## src/rtl/pcie_rx_route_pkg.sv

```systemverilog
package pcie_rx_route_pkg;

  typedef enum logic [1:0] {
    RT_APP = 2'd0,
    RT_CFG = 2'd1,
    RT_INT = 2'd2,
    RT_UR  = 2'd3
  } route_e;

  typedef enum logic [2:0] {
    K_MEM,
    K_LOCK,
    K_IO,
    K_CFG0,
    K_CFG1,
    K_MSG,
    K_OTHER
  } kind_e;

  typedef struct packed {
    route_e route;
    logic   err;
    logic   cpl;
  } verdict_t;

  localparam logic [4:0] TY_MEM  = 5'b00000;
  localparam logic [4:0] TY_LOCK = 5'b00001;
  localparam logic [4:0] TY_IO   = 5'b00010;
  localparam logic [4:0] TY_CFG0 = 5'b00100;
  localparam logic [4:0] TY_CFG1 = 5'b00101;

  function automatic kind_e kind_of(input logic [2:0] fmt, input logic [4:0] typ);
    kind_e k;
    if (fmt[2])                 k = K_OTHER;
    else if (typ == TY_MEM)     k = K_MEM;
    else if (typ == TY_LOCK)    k = K_LOCK;
    else if (typ == TY_IO)      k = K_IO;
    else if (typ == TY_CFG0)    k = K_CFG0;
    else if (typ == TY_CFG1)    k = K_CFG1;
    else if (typ[4:3] == 2'b10) k = K_MSG;
    else                        k = K_OTHER;
    return k;
  endfunction

  // Message code table, per mode
  function automatic route_e msg_route(input logic [7:0] code, input logic ep);
    route_e r;
    unique casez (code)
      8'h7E, 8'h7F:                   r = RT_APP;
      8'h14, 8'h18, 8'h19, 8'h1B,
      8'h50:                          r = RT_INT;
      8'h40, 8'h41, 8'h43, 8'h44,
      8'h45, 8'h47:                   r = ep ? RT_INT : RT_UR;
      8'h48:                          r = ep ? RT_UR : RT_INT;
      8'h00:                          r = ep ? RT_INT : RT_UR;
      8'b0010_0???:                   r = ep ? RT_UR : RT_INT;
      8'h30, 8'h31, 8'h33:            r = ep ? RT_UR : RT_INT;
      default:                        r = RT_UR;
    endcase
    return r;
  endfunction

endpackage

```

## src/rtl/rx_hdr_collect.sv

```systemverilog
module rx_hdr_collect #(
  parameter int DW_W    = 32,
  parameter int MAX_HDR = 4
) (
  input  logic                      clk,
  input  logic                      rst_n,
  input  logic                      hdr_fire,
  input  logic                      in_sop,
  input  logic [DW_W-1:0]           in_dw,
  output logic                      at_last,
  output logic [MAX_HDR-1:0][DW_W-1:0] hdr_view
);
  localparam int IW = $clog2(MAX_HDR);

  logic [IW-1:0]   idx;
  logic [DW_W-1:0] held [MAX_HDR-1];
  logic            four_dw;

  assign four_dw = (idx == '0) ? in_dw[29] : held[0][29];
  assign at_last = four_dw ? (idx == IW'(MAX_HDR-1)) : (idx == IW'(MAX_HDR-2));

  generate
    for (genvar k = 0; k < MAX_HDR; k++) begin : g_view
      if (k < MAX_HDR-1) begin : g_held
        assign hdr_view[k] = (idx == IW'(k)) ? in_dw : held[k];
      end else begin : g_live
        assign hdr_view[k] = in_dw;
      end
    end
  endgenerate

  always_ff @(posedge clk or negedge rst_n) begin
    if (!rst_n) begin
      idx <= '0;
      for (int k = 0; k < MAX_HDR-1; k++) held[k] <= '0;
    end else if (hdr_fire) begin
      idx <= at_last ? '0 : idx + 1'b1;
      for (int k = 0; k < MAX_HDR-1; k++)
        if (idx == IW'(k)) held[k] <= in_dw;
    end
  end


  sop_start_chk: assert property (@(posedge clk) disable iff (!rst_n)
    hdr_fire |-> (in_sop == (idx == '0)));

endmodule

```

## src/rtl/rx_win_match.sv

```systemverilog
module rx_win_match #(
  parameter int NUM_WIN = 6,
  parameter int AW      = 64
) (
  input  logic [AW-1:0]               addr,
  input  logic                        want_io,
  input  logic [NUM_WIN-1:0]          win_en,
  input  logic [NUM_WIN-1:0]          win_io,
  input  logic [NUM_WIN-1:0][AW-1:0]  win_base,
  input  logic [NUM_WIN-1:0][AW-1:0]  win_mask,
  output logic                        hit
);
  logic [NUM_WIN-1:0] hit_vec;

  generate
    for (genvar w = 0; w < NUM_WIN; w++) begin : g_win
      assign hit_vec[w] = win_en[w] && (win_io[w] == want_io) &&
                          ((addr & win_mask[w]) == (win_base[w] & win_mask[w]));
    end
  endgenerate

  assign hit = |hit_vec;
endmodule

```

## src/rtl/rx_route_decide.sv

```systemverilog
module rx_route_decide
  import pcie_rx_route_pkg::*;
#(
  parameter int DW_W = 32,
  parameter int AW   = 64
) (
  input  logic [3:0][DW_W-1:0] hdr,
  input  logic                 ep_mode,
  input  logic                 win_hit,
  output logic [AW-1:0]        req_addr,
  output logic                 req_io,
  output verdict_t             verdict
);
  logic [2:0] fmt;
  logic [4:0] typ;
  logic       has_data;
  kind_e      kind;
  route_e     mroute;

  assign fmt      = hdr[0][31:29];
  assign typ      = hdr[0][28:24];
  assign has_data = fmt[1];
  assign kind     = kind_of(fmt, typ);
  assign req_io   = (kind == K_IO);
  assign req_addr = fmt[0] ? AW'({hdr[2], hdr[3]}) : AW'(hdr[2]);
  assign mroute   = msg_route(hdr[1][7:0], ep_mode);

  always_comb begin
    verdict = '{route: RT_UR, err: 1'b1, cpl: 1'b0};
    unique case (kind)
      K_MEM: begin
        if (win_hit) verdict = '{route: RT_APP, err: 1'b0, cpl: 1'b0};
        else         verdict = '{route: RT_UR,  err: 1'b1, cpl: !has_data};
      end
      K_IO: begin
        if (win_hit) verdict = '{route: RT_APP, err: 1'b0, cpl: 1'b0};
        else         verdict = '{route: RT_UR,  err: 1'b1, cpl: 1'b1};
      end
      K_CFG0: begin
        if (ep_mode) verdict = '{route: RT_CFG, err: 1'b0, cpl: 1'b1};
        else         verdict = '{route: RT_UR,  err: 1'b1, cpl: 1'b1};
      end
      K_CFG1, K_LOCK: verdict = '{route: RT_UR, err: 1'b1, cpl: 1'b1};
      K_MSG:  verdict = '{route: mroute, err: (mroute == RT_UR), cpl: 1'b0};
      default: verdict = '{route: RT_UR, err: 1'b1, cpl: 1'b0};
    endcase
  end
endmodule

```

## src/rtl/pcie_rx_router.sv

```systemverilog
module pcie_rx_router
  import pcie_rx_route_pkg::*;
#(
  parameter int NUM_WIN = 6,
  parameter int AW      = 64,
  parameter int DW_W    = 32
) (
  input  logic                        clk,
  input  logic                        rst_n,
  input  logic                        ep_mode,
  input  logic [NUM_WIN-1:0]          win_en,
  input  logic [NUM_WIN-1:0]          win_io,
  input  logic [NUM_WIN-1:0][AW-1:0]  win_base,
  input  logic [NUM_WIN-1:0][AW-1:0]  win_mask,
  input  logic                        in_valid,
  output logic                        in_ready,
  input  logic                        in_sop,
  input  logic                        in_eop,
  input  logic [DW_W-1:0]             in_dw,
  output logic                        app_valid,
  input  logic                        app_ready,
  output logic [DW_W-1:0]             app_dw,
  output logic                        app_eop,
  output logic                        drop_beat,
  output logic                        route_valid,
  output logic [1:0]                  route_code,
  output logic                        ur_err,
  output logic                        cpl_req
);
  localparam int MAX_HDR = 4;

  logic                        pkt_open;
  logic                        route_new;
  route_e                      route_q;
  logic                        hdr_fire, pay_fire, pay_end, last_fire, at_last;
  logic [MAX_HDR-1:0][DW_W-1:0] hdr_view;
  logic [AW-1:0]               req_addr;
  logic                        req_io, win_hit;
  verdict_t                    verdict;

  rx_hdr_collect #(.DW_W(DW_W), .MAX_HDR(MAX_HDR)) u_collect (
    .clk(clk), .rst_n(rst_n), .hdr_fire(hdr_fire), .in_sop(in_sop),
    .in_dw(in_dw), .at_last(at_last), .hdr_view(hdr_view)
  );

  rx_win_match #(.NUM_WIN(NUM_WIN), .AW(AW)) u_match (
    .addr(req_addr), .want_io(req_io), .win_en(win_en), .win_io(win_io),
    .win_base(win_base), .win_mask(win_mask), .hit(win_hit)
  );

  rx_route_decide #(.DW_W(DW_W), .AW(AW)) u_decide (
    .hdr(hdr_view), .ep_mode(ep_mode), .win_hit(win_hit),
    .req_addr(req_addr), .req_io(req_io), .verdict(verdict)
  );

  // Stream gating
  assign in_ready  = (pkt_open && route_q == RT_APP) ? app_ready : 1'b1;
  assign hdr_fire  = in_valid && !pkt_open;
  assign pay_fire  = in_valid && in_ready && pkt_open;
  assign pay_end   = pay_fire && in_eop;
  assign last_fire = hdr_fire && at_last;

  assign app_valid = in_valid && pkt_open && (route_q == RT_APP);
  assign app_dw    = in_dw;
  assign app_eop   = in_eop;
  assign drop_beat = in_valid && pkt_open && (route_q == RT_UR);

  assign route_code = route_q;

  always_ff @(posedge clk or negedge rst_n) begin
    if (!rst_n) begin
      pkt_open    <= 1'b0;
      route_valid <= 1'b0;
      route_new   <= 1'b0;
      route_q     <= RT_APP;
      ur_err      <= 1'b0;
      cpl_req     <= 1'b0;
    end else begin
      route_new <= last_fire;
      ur_err    <= last_fire && verdict.err;
      cpl_req   <= last_fire && verdict.cpl;
      if (last_fire) begin
        route_q     <= verdict.route;
        route_valid <= 1'b1;
        pkt_open    <= !in_eop;
      end else begin
        route_valid <= pkt_open && !pay_end;
        pkt_open    <= pkt_open && !pay_end;
      end
    end
  end


  err_is_ur_chk: assert property (@(posedge clk) disable iff (!rst_n)
    ur_err |-> (route_valid && route_code == RT_UR));


  err_single_chk: assert property (@(posedge clk) disable iff (!rst_n)
    ur_err |=> !ur_err);


  cpl_not_app_chk: assert property (@(posedge clk) disable iff (!rst_n)
    cpl_req |-> (route_valid && route_code != RT_APP));


  route_hold_chk: assert property (@(posedge clk) disable iff (!rst_n)
    (route_valid && !route_new) |-> $stable(route_code));


  drop_no_stall_chk: assert property (@(posedge clk) disable iff (!rst_n)
    drop_beat |-> (in_ready && !app_valid));


  hdr_ready_chk: assert property (@(posedge clk) disable iff (!rst_n)
    !route_valid |-> in_ready);

endmodule

```

## config.mk

```make
export PLATFORM = sky130hd
export DESIGN_NAME = pcie_rx_router
export DESIGN_NICKNAME = d
export VERILOG_FILES = /design/src/rtl/pcie_rx_route_pkg.sv /design/src/rtl/rx_hdr_collect.sv /design/src/rtl/rx_win_match.sv /design/src/rtl/rx_route_decide.sv /design/src/rtl/pcie_rx_router.sv
export SDC_FILE = /design/constraint.sdc
export NUM_CORES = 1
export LEC_CHECK = 0
export BUFFER_PORTS_ARGS = -buffer_cell sky130_fd_sc_hd__buf_4
export CAP_MARGIN = 20
export CORE_AREA = 2 2 334 336
export CTS_CLUSTER_SIZE = 25
export DETAILED_ROUTE_END_ITERATION = 10
export DIE_AREA = 0 0 336 338
export HOLD_SLACK_MARGIN = 0.05
export SLEW_MARGIN = 15
export SYNTH_ARGS = -nofsm -noshare
export SYNTH_HDL_FRONTEND = slang
export SYNTH_SLANG_ARGS = --single-unit
```

## constraint.sdc

```tcl
create_clock -name clk -period 3.3 [get_ports clk]
set_input_delay 0.33 -clock clk [delete_from_list [all_inputs] [get_ports clk]]
set_output_delay 0.33 -clock clk [all_outputs]
set_load 0.005 [all_outputs]
```

==> flow_results.xml, run 1 <==
<?xml version="1.0" encoding="UTF-8"?>
<metrics>
  <group name="outcome">
    <metric name="status" unit="">finished with violations</metric>
    <metric name="violated_checks" unit="">setup timing</metric>
  </group>
  <group name="yosys">
    <metric name="synth-simple-area-share" unit="">0.223</metric>
    <metric name="synth_edf_count" unit="">0</metric>
    <metric name="synth.mux.area_fraction" unit="">0.0746</metric>
    <metric name="yosys.area_share.xor_xnor" unit="">0.248</metric>
    <metric name="ys_warn_count" unit="">0</metric>
    <metric name="mappedNetlistNets" unit="">2648</metric>
    <metric name="post_synth_fa_ha_maj_area_fraction" unit="">0.00458</metric>
    <metric name="post_synth_num_cell_types" unit="">81</metric>
    <metric name="ys.flop_type" unit="">sky130_fd_sc_hd__dfrtp_1</metric>
    <metric name="post_synth_inst_count" unit="">1825</metric>
    <metric name="syn_area" unit="sq um">13400</metric>
    <metric name="total_of_flip_flops_plus_latches_after_synthesis" unit="">56</metric>
    <metric name="async_flop_share" unit="">1.00</metric>
    <metric name="synth-seq-area-share" unit="">0.105</metric>
    <metric name="dominant_combinational_cell_family_by_area_after_synthesis" unit="">compound AO/OA/AOI/OAI gates</metric>
    <metric name="synth-compound-area-share" unit="">0.276</metric>
    <metric name="syn_area_per_cell" unit="sq um">7.33</metric>
  </group>
  <group name="grt">
    <metric name="first_global_vias" unit="">20457</metric>
    <metric name="grt_remaining_overflow" unit="">0</metric>
    <metric name="grt_busiest_layer" unit="">met2</metric>
    <metric name="number_of_antenna_violations_at_the_first_check_in_global_routing" unit="">102</metric>
    <metric name="use_met1" unit="">0.360</metric>
    <metric name="largest_net_degree_at_the_start_of_global_routing" unit="">57</metric>
    <metric name="grtUsageTotal" unit="">0.288</metric>
    <metric name="grt_util_met2" unit="">0.439</metric>
    <metric name="grt_pass1_wl" unit="mm">212</metric>
    <metric name="gr-usage-met3" unit="">0.116</metric>
  </group>
  <group name="placement">
    <metric name="placedCellCount" unit="">4404</metric>
    <metric name="gp_congestion" unit="">1.04</metric>
    <metric name="hpwlAfterDp" unit="mm">155</metric>
    <metric name="numPortBuffers" unit="">858</metric>
  </group>
  <group name="power_and_ir_drop">
    <metric name="p_total" unit="uW">19500</metric>
    <metric name="p_per_area" unit="nW/um^2">765</metric>
    <metric name="worst_ir_drop_vdd" unit="mV">0.468</metric>
    <metric name="cellLeakagePower" unit="uW">0.0116</metric>
  </group>
  <group name="timing">
    <metric name="worst_margin_pin_slew" unit="ns">0.912</metric>
    <metric name="finalHoldWorstSlack" unit="ns">0.0967</metric>
    <metric name="final.period_utilization" unit="">1.17</metric>
    <metric name="timing.clock.skew" unit="ns">0.0154</metric>
    <metric name="postLayoutSetupSlackWorst" unit="ns">-0.552</metric>
    <metric name="slew_headroom" unit="">0.392</metric>
    <metric name="final_hold_viol_count" unit="">0</metric>
    <metric name="setup_viol_count_final" unit="">4</metric>
    <metric name="rsz0062_at_grt" unit="">true</metric>
    <metric name="fin_crit" unit="ns">3.85</metric>
    <metric name="timing.setup.tns" unit="ns">-1.89</metric>
    <metric name="max_freq" unit="GHz">0.260</metric>
    <metric name="final-max-slew-violation-count" unit="">0</metric>
  </group>
  <group name="route">
    <metric name="drt_pre_antenna_iters" unit="">8</metric>
    <metric name="vias_per_cell" unit="">4.84</metric>
    <metric name="drt_initial_violations" unit="">2447</metric>
    <metric name="route.detailed.drc" unit="">0</metric>
    <metric name="wl_per_cell" unit="um">38.6</metric>
    <metric name="num_vias" unit="">21676</metric>
    <metric name="antenna_left" unit="">0</metric>
    <metric name="routed_wl" unit="mm">173</metric>
  </group>
  <group name="floorplanning">
    <metric name="floorplan.die_area" unit="sq um">114000</metric>
    <metric name="row_count" unit="">122</metric>
    <metric name="floorplan.initialDensity" unit="">0.122</metric>
    <metric name="floorplan.die.height" unit="um">338</metric>
    <metric name="fp.dieW" unit="um">336</metric>
    <metric name="ioPinCount" unit="">860</metric>
    <metric name="core_area" unit="sq um">110000</metric>
  </group>
  <group name="layout">
    <metric name="layout.cells.non_filler" unit="">4482</metric>
    <metric name="post-route-util" unit="">0.232</metric>
    <metric name="fin_nets" unit="">3774</metric>
    <metric name="area_growth" unit="%">90.8</metric>
    <metric name="drive_gt1_frac" unit="">0.484</metric>
  </group>
  <group name="clock_network">
    <metric name="h-tree-depth" unit="">2</metric>
    <metric name="cts-buffers-inserted" unit="">5</metric>
    <metric name="cts-root-buf" unit="">sky130_fd_sc_hd__clkbuf_16</metric>
    <metric name="cts.sinks" unit="">56</metric>
    <metric name="cts.clk_slew.worst_paths" unit="ns">0.10</metric>
    <metric name="cts.path.max_buffers" unit="">2</metric>
    <metric name="clk_latency" unit="ns">0.33</metric>
    <metric name="tritoncts" unit="">yes</metric>
  </group>
  <group name="setup_path">
    <metric name="worst-endpoint-required" unit="ns">3.50</metric>
    <metric name="path_class" unit="">reg2reg</metric>
    <metric name="worstPathArrival" unit="ns">4.05</metric>
    <metric name="worst-path-max-fanout" unit="">8</metric>
    <metric name="critical_path.endpoint_type" unit="">flop</metric>
    <metric name="critical_path.startpoint_type" unit="">flop</metric>
  </group>
  <group name="flow_run">
    <metric name="cap_violations" unit="">0</metric>
  </group>
  <group name="hold_path">
    <metric name="hold_path_class" unit="">in2async</metric>
  </group>
</metrics>
==> worst max-delay path: stages (launching register included) <==
cell                        delay [ns]
sky130_fd_sc_hd__dfrtp_1          0.42
sky130_fd_sc_hd__inv_2            0.11
sky130_fd_sc_hd__ha_4             0.17
sky130_fd_sc_hd__mux2i_4          0.30
sky130_fd_sc_hd__buf_12           0.17
sky130_fd_sc_hd__buf_4            0.21
sky130_fd_sc_hd__nor2_2           0.08
sky130_fd_sc_hd__buf_12           0.15
sky130_fd_sc_hd__buf_4            0.15
sky130_fd_sc_hd__xor2_1           0.15
sky130_fd_sc_hd__a22oi_2          0.19
sky130_fd_sc_hd__nand4_1          0.19
sky130_fd_sc_hd__buf_6            0.18
sky130_fd_sc_hd__or4_4            0.52
sky130_fd_sc_hd__o32ai_4          0.23
sky130_fd_sc_hd__a2111oi_4        0.12
sky130_fd_sc_hd__o21ai_1          0.21
sky130_fd_sc_hd__a41oi_2          0.14
==> report_power, final <==
part           internal [uW]  switching (uW)  leakage, uW
registers               1000             489     0.000671
logic                   7570            9830       0.0108
clock network            290             334    0.0000682
total                   8860           10700       0.0116
==> Yosys cell counts, types with 28 or more instances <==
| library cell | number | area (sq um) |
|---|---|---|
| sky130_fd_sc_hd__xor2_1 | 329 | 2880 |
| sky130_fd_sc_hd__buf_2 | 28 | 140 |
| sky130_fd_sc_hd__nor2_1 | 57 | 214 |
| sky130_fd_sc_hd__nand3b_1 | 46 | 345 |
| sky130_fd_sc_hd__inv_1 | 42 | 158 |
| sky130_fd_sc_hd__o21ai_0 | 93 | 465 |
| sky130_fd_sc_hd__a22oi_1 | 69 | 518 |
| sky130_fd_sc_hd__mux2i_1 | 56 | 561 |
| sky130_fd_sc_hd__mux2_2 | 33 | 372 |
| sky130_fd_sc_hd__buf_4 | 43 | 323 |
| sky130_fd_sc_hd__nand4_1 | 41 | 257 |
| sky130_fd_sc_hd__nand2_1 | 240 | 901 |
| sky130_fd_sc_hd__clkbuf_1 | 73 | 274 |
| sky130_fd_sc_hd__o22ai_1 | 55 | 344 |
| sky130_fd_sc_hd__nor3_1 | 37 | 185 |
| sky130_fd_sc_hd__a21oi_1 | 61 | 305 |
| sky130_fd_sc_hd__xnor2_1 | 50 | 438 |
| sky130_fd_sc_hd__dfrtp_1 | 56 | 1400 |
| sky130_fd_sc_hd__nand3_1 | 28 | 140 |
==> state kept, by name (all words and copies together) (netlist names) <==
| signal | flops |
|---|---|
| cpl_req | 1 |
| pkt_open | 1 |
| route_code | 2 |
| route_valid | 1 |
| u_collect.held | 48 |
| u_collect.idx | 2 |
| ur_err | 1 |
==> path summary, 6_finish.rpt <==
kind,start,end,slack [ns],depth (start not counted)
hold / removal,rst_n,pkt_open$_DFF_PN0_,0.1,1
hold reg to reg,u_collect.held[94]$_DFFE_PN0P_,u_collect.held[94]$_DFFE_PN0P_,0.51,2
min in group clk,in_eop,pkt_open$_DFF_PN0_,0.21,2
setup reg to reg,u_collect.idx[1]$_DFFE_PN0P_,route_code[0]$_DFFE_PN0P_,-0.55,17
setup / recovery,u_collect.idx[1]$_DFFE_PN0P_,route_code[0]$_DFFE_PN0P_,-0.55,17
max in group asynchronous,rst_n,u_collect.held[3]$_DFFE_PN0P_,2.58,1
==> kinds of logic after synthesis <==
family | count (synthesis)
buffers and inverters | 193
AOI/OAI and AO/OA | 517
muxes | 93
adders and majority gates | 5
and+or+nand+nor | 582
DFF | 56
xor gates and xnor gates | 379
==> cell usage in the layout, fill, tap and decap left out, types with 17 or more instances in the layout <==
| cell type | n |
|---|---|
| sky130_fd_sc_hd__buf_4 | 1208 |
| sky130_fd_sc_hd__xor2_1 | 326 |
| sky130_fd_sc_hd__nand2_1 | 237 |
| sky130_fd_sc_hd__o21ai_0 | 82 |
| sky130_fd_sc_hd__a22oi_1 | 64 |
| sky130_fd_sc_hd__a21oi_1 | 57 |
| sky130_fd_sc_hd__dfrtp_1 | 56 |
| sky130_fd_sc_hd__o22ai_1 | 55 |
| sky130_fd_sc_hd__nor2_1 | 51 |
| sky130_fd_sc_hd__xnor2_1 | 47 |
| sky130_fd_sc_hd__nand3b_1 | 46 |
| sky130_fd_sc_hd__mux2i_1 | 45 |
| sky130_fd_sc_hd__diode_2 | 42 |
| sky130_fd_sc_hd__buf_12 | 42 |
| sky130_fd_sc_hd__nand4_1 | 41 |
| sky130_fd_sc_hd__inv_1 | 39 |
| sky130_fd_sc_hd__nor3_1 | 35 |
| sky130_fd_sc_hd__mux2_2 | 33 |
| sky130_fd_sc_hd__nand3_1 | 28 |
| sky130_fd_sc_hd__a22o_1 | 25 |
| sky130_fd_sc_hd__nand2b_1 | 19 |
| sky130_fd_sc_hd__nor2_2 | 17 |
==> through the flow <==
step | setup WS (ns) | instance area (sq um)
floorplan | 0.0137 | 13400
global placement | -1.45 | 24200
detailed placement | -1.45 | 24200
CTS | -0.404 | 25100
global route | -0.629 | 25500
finish | -0.552 | 25500
==> cell type report <==
cell class                 instances  area [sq um]
inverter                          42           158
antenna                           42           105
timing repair buffer            1270         10200
multi-input combinational       1576         11600
clock buffer                       5           125
sequential                        56          1400
clock inverter                     3          26.3
fill                           12303         84500
tap                             1488          1860
==> per-layer routing <==
| metal | wire length (um) | up-vias |
|---|---|---|
| li1 | - | 9052 |
| met1 | 69800 | 10624 |
| met2 | 74200 | 1537 |
| met3 | 20900 | 347 |
| met4 | 7370 | 116 |
| met5 | 689 | - |
==> what timing repair did <==
item | in CTS | in global routing
endpoints found under the setup margin | 4 | 4
buffers inserted | 15 | 12
hold buffers | 0 | 0
gates cloned | 1 | 2
pin swaps | 21 | 23
resized for setup | 112 | 45
Note: power is estimated with default switching activity, not from simulation.
==> run 2, diff against run 1 <==
--- a/config.mk
+++ b/config.mk
@@ -9,7 +9,8 @@
 export CAP_MARGIN = 20
-export CORE_AREA = 2 2 334 336
+export CORE_AREA = 2 2 336 338
 export CTS_CLUSTER_SIZE = 25
 export DETAILED_ROUTE_END_ITERATION = 10
-export DIE_AREA = 0 0 336 338
+export DIE_AREA = 0 0 338 340
 export HOLD_SLACK_MARGIN = 0.05
+export PLACE_DENSITY = 0.36
 export SLEW_MARGIN = 15
--- a/constraint.sdc
+++ b/constraint.sdc
@@ -3,2 +3,2 @@
 set_output_delay 0.33 -clock clk [all_outputs]
-set_load 0.005 [all_outputs]
+set_load 0.05 [all_outputs]
==> run 2 against run 1 <==
The run still ends with setup timing left. Highest routed layer unchanged. Core utilization increased by 0.88 points. Largest cell class unchanged. Sequential power is 3% lower. Fmax is 1.7% lower. Die area grew 1.2%. Via count decreased by 2.2%. First-iteration DRC count is 26% lower. Critical endpoint unchanged.
==> flow_results.xml, run 2 (synthesis results as in run 1) <==
<?xml version="1.0" encoding="UTF-8"?>
<metrics>
  <group name="flow_run">
    <metric name="cap_violations" unit="">0</metric>
  </group>
  <group name="setup_path">
    <metric name="path_class" unit="">reg2reg</metric>
    <metric name="critPathMaxStageDelay" unit="ns">0.41</metric>
    <metric name="worst-endpoint-required" unit="ns">3.50</metric>
    <metric name="rr_endpoint" unit="">route_code[0]$_DFFE_PN0P_</metric>
    <metric name="number_of_cells_on_the_worst_reg_to_reg_path" unit="">16</metric>
    <metric name="critical_path.endpoint_type" unit="">flop</metric>
    <metric name="cp_slowest_cell" unit="">sky130_fd_sc_hd__a2111o_1</metric>
    <metric name="critical_path.top_delay_family" unit="">compound AO/OA/AOI/OAI gates</metric>
    <metric name="worstPathArrival" unit="ns">4.11</metric>
    <metric name="critical_path.startpoint_type" unit="">flop</metric>
    <metric name="worst-path-max-fanout" unit="">8</metric>
    <metric name="crit_buf_inv" unit="">5</metric>
    <metric name="r2r_setup_slack" unit="ns">-0.62</metric>
    <metric name="crit-reg2reg-launch" unit="">u_collect.idx[0]$_DFFE_PN0P_</metric>
    <metric name="cp_cell_sequence" unit="">inv_2 &gt; buf_6 &gt; ha_4 &gt; mux2_4 &gt; nor2_4 &gt; buf_12 &gt; bufbuf_16 &gt; o22ai_1 &gt; buf_4 &gt; a2111o_1 &gt; nor4_4 &gt; nand4_1 &gt; o32ai_4 &gt; a2111oi_4 &gt; o21ai_1 &gt; a41oi_1</metric>
  </group>
  <group name="layout">
    <metric name="layout_commonest_cell" unit="">sky130_fd_sc_hd__buf_4</metric>
    <metric name="drive_gt1_frac" unit="">0.510</metric>
    <metric name="final_cell_mix" unit="">sky130_fd_sc_hd__buf_4, sky130_fd_sc_hd__xor2_1, sky130_fd_sc_hd__nand2_1</metric>
    <metric name="area_growth" unit="%">101</metric>
    <metric name="largest_reg_flops" unit="">48</metric>
    <metric name="top_register" unit="">u_collect.held</metric>
    <metric name="fin_nets" unit="">3864</metric>
  </group>
  <group name="timing">
    <metric name="max_freq" unit="GHz">0.255</metric>
    <metric name="setup_viol_count_final" unit="">4</metric>
    <metric name="slew_headroom" unit="">0.397</metric>
    <metric name="final-max-slew-violation-count" unit="">0</metric>
    <metric name="timing.clock.skew" unit="ns">0.0189</metric>
    <metric name="timing.setup.tns" unit="ns">-2.27</metric>
    <metric name="rsz0062_at_grt" unit="">true</metric>
    <metric name="final.period_utilization" unit="">1.19</metric>
    <metric name="fin_crit" unit="ns">3.92</metric>
    <metric name="postLayoutSetupSlackWorst" unit="ns">-0.617</metric>
    <metric name="worst_margin_pin_slew" unit="ns">0.898</metric>
    <metric name="final_hold_viol_count" unit="">0</metric>
  </group>
  <group name="route">
    <metric name="route.detailed.drc" unit="">0</metric>
    <metric name="drt_pre_antenna_iters" unit="">6</metric>
    <metric name="wl_per_cell" unit="um">37.4</metric>
    <metric name="routed_wl" unit="mm">170</metric>
    <metric name="antenna_left" unit="">0</metric>
    <metric name="drt_initial_violations" unit="">1811</metric>
    <metric name="vias_per_cell" unit="">4.65</metric>
    <metric name="num_vias" unit="">21200</metric>
  </group>
  <group name="floorplanning">
    <metric name="core_area" unit="sq um">112000</metric>
    <metric name="row_count" unit="">123</metric>
    <metric name="ioPinCount" unit="">860</metric>
    <metric name="floorplan.die_area" unit="sq um">115000</metric>
    <metric name="floorplan.initialDensity" unit="">0.120</metric>
    <metric name="fp.dieW" unit="um">338</metric>
    <metric name="floorplan.die.height" unit="um">340</metric>
  </group>
  <group name="outcome">
    <metric name="status" unit="">finished with violations</metric>
    <metric name="violated_checks" unit="">setup timing</metric>
  </group>
  <group name="placement">
    <metric name="numPortBuffers" unit="">858</metric>
    <metric name="hpwlAfterDp" unit="mm">152</metric>
    <metric name="pre_cts_slack" unit="ns">-1.44</metric>
    <metric name="gp_congestion" unit="">0.984</metric>
  </group>
  <group name="power_and_ir_drop">
    <metric name="cellLeakagePower" unit="uW">0.0122</metric>
    <metric name="p_per_area" unit="nW/um^2">797</metric>
    <metric name="worst_ir_drop_vdd" unit="mV">0.399</metric>
  </group>
  <group name="grt">
    <metric name="largest_net_degree_at_the_start_of_global_routing" unit="">43</metric>
    <metric name="grt_remaining_overflow" unit="">0</metric>
    <metric name="grt_pass1_wl" unit="mm">214</metric>
    <metric name="number_of_antenna_violations_at_the_first_check_in_global_routing" unit="">62</metric>
    <metric name="grtUsageTotal" unit="">0.284</metric>
    <metric name="first_global_vias" unit="">21364</metric>
  </group>
  <group name="clock_network">
    <metric name="cts.path.max_buffers" unit="">2</metric>
    <metric name="cts-buffers-inserted" unit="">5</metric>
    <metric name="h-tree-depth" unit="">2</metric>
    <metric name="cts-root-buf" unit="">sky130_fd_sc_hd__clkbuf_16</metric>
    <metric name="tritoncts" unit="">yes</metric>
    <metric name="cts.sinks" unit="">56</metric>
    <metric name="clk_latency" unit="ns">0.33</metric>
    <metric name="cts.clk_slew.worst_paths" unit="ns">0.09</metric>
  </group>
  <group name="hold_path">
    <metric name="hold_path_class" unit="">in2async</metric>
  </group>
</metrics>
==> run 2: changes by cell type in the layout (fill, tap and decap cells not counted), sizes merged <==
cell | before | now
buf | 1267 | 1356
bufbuf | 1 | 2
clkinvlp | 2 | 0
diode | 42 | 21
inv | 43 | 45
==> run 2: worst max-delay path by stage <==
stage | startpoint | endpoint | slack [ns] | cells past startpoint
2_1_floorplan | u_collect.idx[0]$_DFFE_PN0P_ | route_code[0]$_DFFE_PN0P_ | 0.01 | 14
3_3_place_gp | u_collect.idx[0]$_DFFE_PN0P_ | ur_err$_DFF_PN0_ | -1.44 | 18
3_5_place_dp | u_collect.idx[0]$_DFFE_PN0P_ | ur_err$_DFF_PN0_ | -1.44 | 15
4_1_cts | u_collect.idx[0]$_DFFE_PN0P_ | ur_err$_DFF_PN0_ | -0.57 | 19
5_1_grt | u_collect.idx[0]$_DFFE_PN0P_ | route_code[0]$_DFFE_PN0P_ | -0.68 | 18
6_report | u_collect.idx[0]$_DFFE_PN0P_ | route_code[0]$_DFFE_PN0P_ | -0.62 | 16
==> run 2: layer usage <==
| metal | track usage | share of wire |
|---|---|---|
| met1 | 0.368 | 0.43 |
| met2 | 0.459 | 0.45 |
| met3 | 0.0687 | 0.082 |
| met4 | 0.0919 | 0.037 |
| met5 | 0 | 0.0022 |
==> run 2: per-stage QoR <==
step,util,area [sq um],cells,power (uW),hold WS [ns]
6_report,0.241,26800,4563,21400,0.0521
5_1_grt,0.240,26800,4550,22200,0.0732
3_5_place_dp,0.223,24900,4462,18200,0.443
3_3_place_gp,0.223,24900,4462,18300,0.448
2_1_floorplan,-,13400,1825,7830,0.0344
4_1_cts,0.233,26000,4509,20300,0.0827
==> run 2: what timing repair did <==
action	in CTS	in global routing
pin swaps	37	47
gates resized for setup	106	114
cloned	5	2
hold buffers	0	0
buffers inserted	36	35
setup endpoints to repair	4	4
==> run 2: power by group <==
group          internal, uW  switching (uW)  total [uW]
Clock                   296             353         649
Sequential             1000             444        1450
Combinational          8720           10600       19300
Total                 10000           11400       21400
==> run 2: area by class of cell <==
| type | count | area, sq um |
|---|---|---|
| fill | 12537 | 84700 |
| antenna | 21 | 52.6 |
| clock inverter | 3 | 28.8 |
| multi-input combinational | 1576 | 11900 |
| inverter | 42 | 160 |
| clock buffer | 5 | 125 |
| sequential | 56 | 1400 |
| tap | 1500 | 1880 |
| timing repair buffer | 1360 | 11300 |
